## src/rtl/tsf_pkg.sv

```systemverilog
package tsf_pkg;
  localparam int FLAG_W  = 10;
  localparam int B_ROLL  = 0;
  localparam int B_CMP1  = 1;
  localparam int B_CMP2  = 2;
  localparam int B_CMPA  = 3;
  localparam int B_RISE  = 4;
  localparam int B_FALL  = 5;
  localparam int B_CAP0  = 6;
  localparam int B_WDOG  = 8;
  localparam int B_RDNT  = 9;
  localparam logic [2:0] MODE_QUAD = 3'b100;
endpackage

```

## src/rtl/tsf_sticky.sv

```systemverilog
module tsf_sticky #(
  parameter bit IMPL = 1'b1
) (
  input  logic clk,
  input  logic rst_n,
  input  logic set_i,
  input  logic clr_i,
  output logic flag_o
);
  generate
    if (IMPL) begin : g_impl
      logic q;
      always_ff @(posedge clk or negedge rst_n) begin
        if (!rst_n) q <= 1'b0;
        else        q <= set_i | (q & ~clr_i);
      end
      assign flag_o = q;

      assert_set_wins_R10: assert property (@(posedge clk) disable iff (!rst_n)
        set_i |=> flag_o);
      assert_hold_R9: assert property (@(posedge clk) disable iff (!rst_n)
        (!set_i && !clr_i) |=> $stable(flag_o));
    end else begin : g_none
      assign flag_o = 1'b0;
    end
  endgenerate
endmodule

```

## src/rtl/tsf_edge_det.sv

```systemverilog
module tsf_edge_det (
  input  logic clk,
  input  logic rst_n,
  input  logic sig_async,
  input  logic enable,
  output logic rise_o,
  output logic fall_o
);
  logic s1, s2, s3;
  always_ff @(posedge clk or negedge rst_n) begin
    if (!rst_n) begin
      s1 <= 1'b0;
      s2 <= 1'b0;
      s3 <= 1'b0;
    end else begin
      s1 <= sig_async;
      s2 <= s1;
      s3 <= s2;
    end
  end
  assign rise_o = enable & s2 & ~s3;
  assign fall_o = enable & ~s2 & s3;

  assert_single_rise_R4: assert property (@(posedge clk) disable iff (!rst_n)
    rise_o |=> !rise_o);
  assert_single_fall_R4: assert property (@(posedge clk) disable iff (!rst_n)
    fall_o |=> !fall_o);
endmodule

```

## src/rtl/tsf_cap_flag.sv

```systemverilog
module tsf_cap_flag #(
  parameter int CW = 4
) (
  input  logic          clk,
  input  logic          rst_n,
  input  logic          evt,
  input  logic          cnt_en,
  input  logic [CW-1:0] word_cnt,
  input  logic [CW-1:0] wm,
  input  logic          dma_en,
  input  logic          dma_ack,
  input  logic          wr_clr,
  output logic          flag_o
);
  logic set_c, clr_c;
  assign set_c = evt & cnt_en & (word_cnt > wm);
  assign clr_c = dma_en ? dma_ack : wr_clr;

  tsf_sticky #(.IMPL(1'b1)) u_bit (
    .clk(clk), .rst_n(rst_n), .set_i(set_c), .clr_i(clr_c), .flag_o(flag_o)
  );

  assert_dma_blocks_write_R6: assert property (@(posedge clk) disable iff (!rst_n)
    (dma_en && !dma_ack && !set_c) |=> $stable(flag_o));
  assert_sw_ignores_ack_R6: assert property (@(posedge clk) disable iff (!rst_n)
    (!dma_en && !wr_clr && !set_c) |=> $stable(flag_o));
  assert_no_set_at_wm_R5: assert property (@(posedge clk) disable iff (!rst_n)
    (word_cnt <= wm) |=> !$rose(flag_o));
endmodule

```

## src/rtl/tmr_status_flags.sv

```systemverilog
module tmr_status_flags
  import tsf_pkg::*;
#(
  parameter int CH_IDX = 0,
  parameter int CAP_N  = 2,
  parameter int CW     = 4
) (
  input  logic                clk,
  input  logic                rst_n,
  input  logic                cnt_en,
  input  logic [2:0]          cnt_mode,
  input  logic                cmp1_hit,
  input  logic                cmp2_hit,
  input  logic                roll_up,
  input  logic                roll_down,
  input  logic                sec_in,
  input  logic [CAP_N-1:0]    cap_evt,
  input  logic [CAP_N*CW-1:0] cap_cnt,
  input  logic [CW-1:0]       watermark,
  input  logic [CAP_N-1:0]    cap_dma_en,
  input  logic [CAP_N-1:0]    dma_ack,
  input  logic                wdog_en,
  input  logic                wdog_zero,
  input  logic                redund_en,
  input  logic                oflag_self,
  input  logic                oflag_partner,
  input  logic                wr_en,
  input  logic [FLAG_W-1:0]   wr_data,
  output logic [FLAG_W-1:0]   flags
);
  localparam bit HAS_WDOG = (CH_IDX == 0);
  localparam bit HAS_RDNT = ((CH_IDX % 2) == 0);

  logic [FLAG_W-1:0] clr_v;
  logic rise_s, fall_s;
  assign clr_v = wr_en ? wr_data : '0;

  tsf_edge_det u_edge (
    .clk(clk), .rst_n(rst_n), .sig_async(sec_in), .enable(cnt_en),
    .rise_o(rise_s), .fall_o(fall_s)
  );

  tsf_sticky u_roll (.clk(clk), .rst_n(rst_n), .set_i(roll_up | roll_down),
    .clr_i(clr_v[B_ROLL]), .flag_o(flags[B_ROLL]));
  tsf_sticky u_cmp1 (.clk(clk), .rst_n(rst_n), .set_i(cmp1_hit),
    .clr_i(clr_v[B_CMP1]), .flag_o(flags[B_CMP1]));
  tsf_sticky u_cmp2 (.clk(clk), .rst_n(rst_n), .set_i(cmp2_hit),
    .clr_i(clr_v[B_CMP2]), .flag_o(flags[B_CMP2]));
  tsf_sticky u_cmpa (.clk(clk), .rst_n(rst_n), .set_i(cmp1_hit | cmp2_hit),
    .clr_i(clr_v[B_CMPA]), .flag_o(flags[B_CMPA]));
  tsf_sticky u_rise (.clk(clk), .rst_n(rst_n), .set_i(rise_s),
    .clr_i(clr_v[B_RISE]), .flag_o(flags[B_RISE]));
  tsf_sticky u_fall (.clk(clk), .rst_n(rst_n), .set_i(fall_s),
    .clr_i(clr_v[B_FALL]), .flag_o(flags[B_FALL]));

  genvar gi;
  generate
    for (gi = 0; gi < CAP_N; gi++) begin : g_cap
      tsf_cap_flag #(.CW(CW)) u_cap (
        .clk(clk), .rst_n(rst_n), .evt(cap_evt[gi]), .cnt_en(cnt_en),
        .word_cnt(cap_cnt[gi*CW +: CW]), .wm(watermark),
        .dma_en(cap_dma_en[gi]), .dma_ack(dma_ack[gi]),
        .wr_clr(clr_v[B_CAP0+gi]), .flag_o(flags[B_CAP0+gi])
      );
    end
  endgenerate

  tsf_sticky #(.IMPL(HAS_WDOG)) u_wdog (.clk(clk), .rst_n(rst_n),
    .set_i(wdog_en & wdog_zero & (cnt_mode == MODE_QUAD)),
    .clr_i(clr_v[B_WDOG]), .flag_o(flags[B_WDOG]));
  tsf_sticky #(.IMPL(HAS_RDNT)) u_rdnt (.clk(clk), .rst_n(rst_n),
    .set_i(redund_en & (oflag_self ^ oflag_partner)),
    .clr_i(clr_v[B_RDNT]), .flag_o(flags[B_RDNT]));

  assert_any_cmp_R2: assert property (@(posedge clk) disable iff (!rst_n)
    (cmp1_hit || cmp2_hit) |=> flags[B_CMPA]);
  assert_roll_R3: assert property (@(posedge clk) disable iff (!rst_n)
    (roll_up || roll_down) |=> flags[B_ROLL]);

  generate
    if (HAS_WDOG) begin : g_wd_chk
      assert_wdog_mode_R7: assert property (@(posedge clk) disable iff (!rst_n)
        (cnt_mode != MODE_QUAD) |=> !$rose(flags[B_WDOG]));
    end else begin : g_wd_off
      assert_wdog_absent_R11: assert property (@(posedge clk) disable iff (!rst_n)
        !flags[B_WDOG]);
    end
    if (HAS_RDNT) begin : g_rd_chk
      assert_rdnt_gate_R8: assert property (@(posedge clk) disable iff (!rst_n)
        (!redund_en || (oflag_self == oflag_partner)) |=> !$rose(flags[B_RDNT]));
    end else begin : g_rd_off
      assert_rdnt_absent_R11: assert property (@(posedge clk) disable iff (!rst_n)
        !flags[B_RDNT]);
    end
  endgenerate
endmodule

```

## config.mk

```make
export PLATFORM = sky130hd
export DESIGN_NAME = tmr_status_flags
export DESIGN_NICKNAME = d
export VERILOG_FILES = /design/src/rtl/tsf_pkg.sv /design/src/rtl/tsf_sticky.sv /design/src/rtl/tsf_edge_det.sv /design/src/rtl/tsf_cap_flag.sv /design/src/rtl/tmr_status_flags.sv
export SDC_FILE = /design/constraint.sdc
export NUM_CORES = 1
export LEC_CHECK = 0
export BUFFER_PORTS_ARGS = -buffer_cell sky130_fd_sc_hd__clkbuf_2
export CAP_MARGIN = 20
export CORE_UTILIZATION = 35
export DETAILED_ROUTE_END_ITERATION = 8
export PLACE_DENSITY = 0.7
export SLEW_MARGIN = 10
export SYNTH_ARGS = -nofsm -noshare
export SYNTH_HDL_FRONTEND = slang
export SYNTH_SLANG_ARGS = --single-unit
```

## constraint.sdc

```tcl
create_clock -name clk -period 0.8 [get_ports clk]
set_input_delay 0.04 -clock clk [delete_from_list [all_inputs] [get_ports clk]]
set_output_delay 0.04 -clock clk [all_outputs]
set_load 0.02 [all_outputs]
```

==> summary.md <==
| Metric | Value |
|---|---|
| Clock Sinks | 13 |
| Status | finished with violations |
| Clock transition at path regs | 0.08 ns |
| Total power | 1.70 mW |
| WL/cell | 10.3 µm |
| Layout cells sized above 1 | 46.0% |
| R2R Path End | u_rdnt.flag_o |
| Critical-path cell list | clkbuf_8 |
| Synthesized flop and latch total | 13 |
| Via count | 763 |
| Vias in the first global route | 750 |
| Worst Hold Endpoint | u_wdog.flag_o |
| Switching share of total power | 27.6% |
| Slowest library cell on the worst path | dfrtp_1 |
| Comb pwr share | 32.6% |
| Number of primary I/O pins | 55 |
| Register-to-Register Path Depth | 2 |
| TritonCTS buffer count | 3 |
| Post-synth top cells | 14 x nand2_1, 13 x dfrtp_1, 11 x buf_4, 8 x ha_1 |
| Hold/Removal Path Class | input port to register |
| DRT Pass-1 Iters | 2 |
| Total die area | 2360 µm² |
| Worst skew pair latency | 0.27 ns |
| Gate Count Post-Synth | 80 |
| Design area | 1230 µm² |
| Minimum clock period after layout | 0.869 ns |
| Total gr overflow | 0 |
| Post-synth net total | 133 |
| Worst EP arrival | 0.83 ns |
| DRC | 0 |
| Mapped Avg Cell Area | 9.51 µm² |
| Register area share after synthesis | 42.8% |
| Final setup margin | -0.0693 ns |
| Data required, critical path | 0.76 ns |
| Post-synthesis cell area | 761 µm² |
| Failing checks | negative setup slack |
| First-pass GRT wire length | 2850 µm |
| DP Wirelength | 1340 µm |
| Total GRT Usage | 15.4% |
| Placeable Area | 2000 µm² |
| Final Util | 61.4% |
| Yosys top cell by area | dfrtp_1 |
| Max-slew headroom | 78.9% |
| Layout fillers | 182 |
| Post-synth cell types | 17 |
| CP max stage delay | 0.40 ns |
| Starting Density | 38.0% |
| Crit path buf inv count | 1 |
| Switch Pwr | 0.469 mW |
| Root Driver | clkbuf_4 |
| Max frequency | 1.15 GHz |
| CTS tree | done |
| CP max FO | 2 |
| Max cap viols | 0 |
| Final Hold Vio Count | 0 |
| Worst-margin pin slew | 0.317 ns |
| Port Buffers | 54 |
| Antenna viol nets, final | 0 |
| Synth Warn # | 0 |
| Placer's final routability congestion estimate | 0.713 |
| RSZ-0062 raised after global routing | true |
| H-tree depth | 1 |
| Cell Rows | 16 |
| Crit Path Class | register to primary output |
| Pwr Density | 1380 nW/µm² |
| Pins Over Slew Limit | 0 |
| Internal power | 1.23 mW |
| EDFF count, synth | 0 |
| Worst r2r src | u_rdnt.flag_o |
| Ys flop type | dfrtp_1 |
| Largest net degree at the start of global routing | 14 |
| Ant. Diodes | 0 |
| # setup viols final | 12 |
| Nets | 193 |
| Pre-CTS setup slack | -0.326 ns |
| CTS max path bufs | 2 |
| Hold Path Depth | 3 |
| Max VDD drop | 1.16 mV |
| Layout area overhead | 61.7% |
| Dpl cell area | 1020 µm² |
| Vias/cell | 4.60 |
| Die H | 48.6 µm |
| Hold Path Origin | wdog_en |
| 1st-iter DRT viols | 11 |
| Flop pwr share | 44.4% |
| Startpoint Class | register |
| Post-synth top area share | 42.8% |
| Post-Route Setup TNS | -0.543 ns |
| R2R Setup Slk | -0.04 ns |
| Synth area leaders | dfrtp_1 43%, ha_1 13%, buf_4 11% |
| Clk network pwr share | 23.0% |
| Async SR Flop Fraction | 100% |
| Final period util | 109% |
| Initial antenna violation count | 0 |
| Setup Skew | 0.00228 ns |
| Die width | 48.6 µm |
| CP top delay family | flip-flops |
| Final wirelength | 1710 µm |
| Crit. End Element | primary output |
| Leak | 0.660 nW |
| Most frequent cell after synthesis | nand2_1 |
-- worst min-delay path, cell delays in order --
cell and delay (ns):
clkbuf_2 0.08, nand4_1 0.07, nand2_1 0.05
-- placed cells by master, fill, tap and decap left out --
| master | netlist | layout |
|---|---|---|
| clkbuf_2 | 0 | 42 |
| ha_4 | 0 | 2 |
| a22o_1 | 1 | 1 |
| buf_8 | 0 | 1 |
| clkbuf_8 | 0 | 2 |
| o211ai_1 | 2 | 2 |
| inv_1 | 6 | 5 |
| buf_2 | 0 | 1 |
| xor2_1 | 1 | 1 |
| ha_1 | 8 | 6 |
| inv_12 | 0 | 1 |
| o21ai_1 | 0 | 1 |
| nor2_1 | 3 | 3 |
| clkbuf_1 | 0 | 1 |
| dlygate4sd3_1 | 0 | 8 |
| nor2b_1 | 2 | 2 |
| nand2_1 | 14 | 14 |
| buf_6 | 0 | 7 |
| a211o_1 | 2 | 2 |
| nand4_1 | 3 | 3 |
| a21oi_1 | 6 | 6 |
| a32o_1 | 1 | 1 |
| dfrtp_1 | 13 | 13 |
| nand3_1 | 2 | 2 |
| a21o_1 | 4 | 4 |
| buf_4 | 11 | 5 |
| clkbuf_4 | 0 | 3 |
-- metal layers --
metal  GRT usage [%]  part of all wire (%)  up-vias
li1                -                     -      384
met1            15.5                    40      355
met2            30.3                    56       24
met3            4.72                   3.8        0
met4            2.94                     0        0
met5               0                     0        -
-- stage by stage --
| stage | hold slack [ns] | cells |
|---|---|---|
| after CTS | 0.00355 | 164 |
| after detailed placement | -0.0541 | 150 |
| after floorplan | -0.256 | 80 |
| after global routing | 0.0247 | 166 |
| final | 0.00369 | 166 |
| after global placement | -0.0526 | 150 |
-- repair_timing --
action | 4_1_cts | 5_1_grt
gates resized for setup | 6 | 24
endpoints found under the setup margin | 12 | 13
hold buffers | 8 | 0
buffers inserted | 2 | 3
pin swaps | 0 | 2
cloned | 0 | 0
endpoints found under the hold margin | 20 | 0
-- power groups by stage --
stage,combinational (mW),clock [mW],sequential [mW]
2_1_floorplan,0.285,0,0.748
3_5_place_dp,0.418,0,0.758
6_report,0.553,0.390,0.755
4_1_cts,0.499,0.406,0.746
5_1_grt,0.611,0.439,0.761
3_3_place_gp,0.404,0,0.754
-- logic make-up (layout without fill, tap and decap cells) --
| logic type | Yosys count | count (layout) | synth area share (%) |
|---|---|---|---|
| AO/OA/AOI/OAI | 17 | 17 | 15.3 |
| XOR/XNOR | 1 | 1 | 1.15 |
| adder cells (fa/ha/maj) | 8 | 8 | 13.2 |
| buffers and inverters | 17 | 76 | 13.8 |
| flip-flops | 13 | 13 | 42.8 |
| AND/OR/NAND/NOR | 24 | 24 | 13.8 |
-- how the worst max path moves through the flow --
stage                                     start                           to  slack (ns)  cells after the start
CTS                 g_cap[1].u_cap.u_bit.flag_o                     flags[7]       -0.07                      1
detailed placement                 watermark[1]  g_cap[0].u_cap.u_bit.flag_o       -0.33                      7
floorplan                          watermark[1]  g_cap[0].u_cap.u_bit.flag_o       -0.08                      6
global route                      u_rdnt.flag_o                     flags[9]       -0.10                      1
finish                            u_rdnt.flag_o                     flags[9]       -0.07                      1
global placement                   watermark[1]  g_cap[0].u_cap.u_bit.flag_o       -0.31                      7
-- flip-flops by register name (all words and copies together), names as in the netlist --
signal                    cells
u_edge.s2                     1
u_cmpa.flag_o                 1
u_edge.s3                     1
u_cmp1.flag_o                 1
u_wdog.flag_o                 1
g_cap.u_cap.u_bit.flag_o      2
u_rise.flag_o                 1
u_edge.s1                     1
u_roll.flag_o                 1
u_rdnt.flag_o                 1
u_fall.flag_o                 1
u_cmp2.flag_o                 1
-- area by class of cell --
type                            instances  area, µm²  area share (%)
Timing Repair Buffer                   66        454            36.9
Multi-Input combinational cell         50        355            28.9
Sequential cell                        13        325            26.4
Inverter                                6       35.0            2.85
Tap cell                               27       33.8            2.75
Clock buffer                            4       26.3            2.14
No activity file was read; power rests on OpenSTA's default activity.
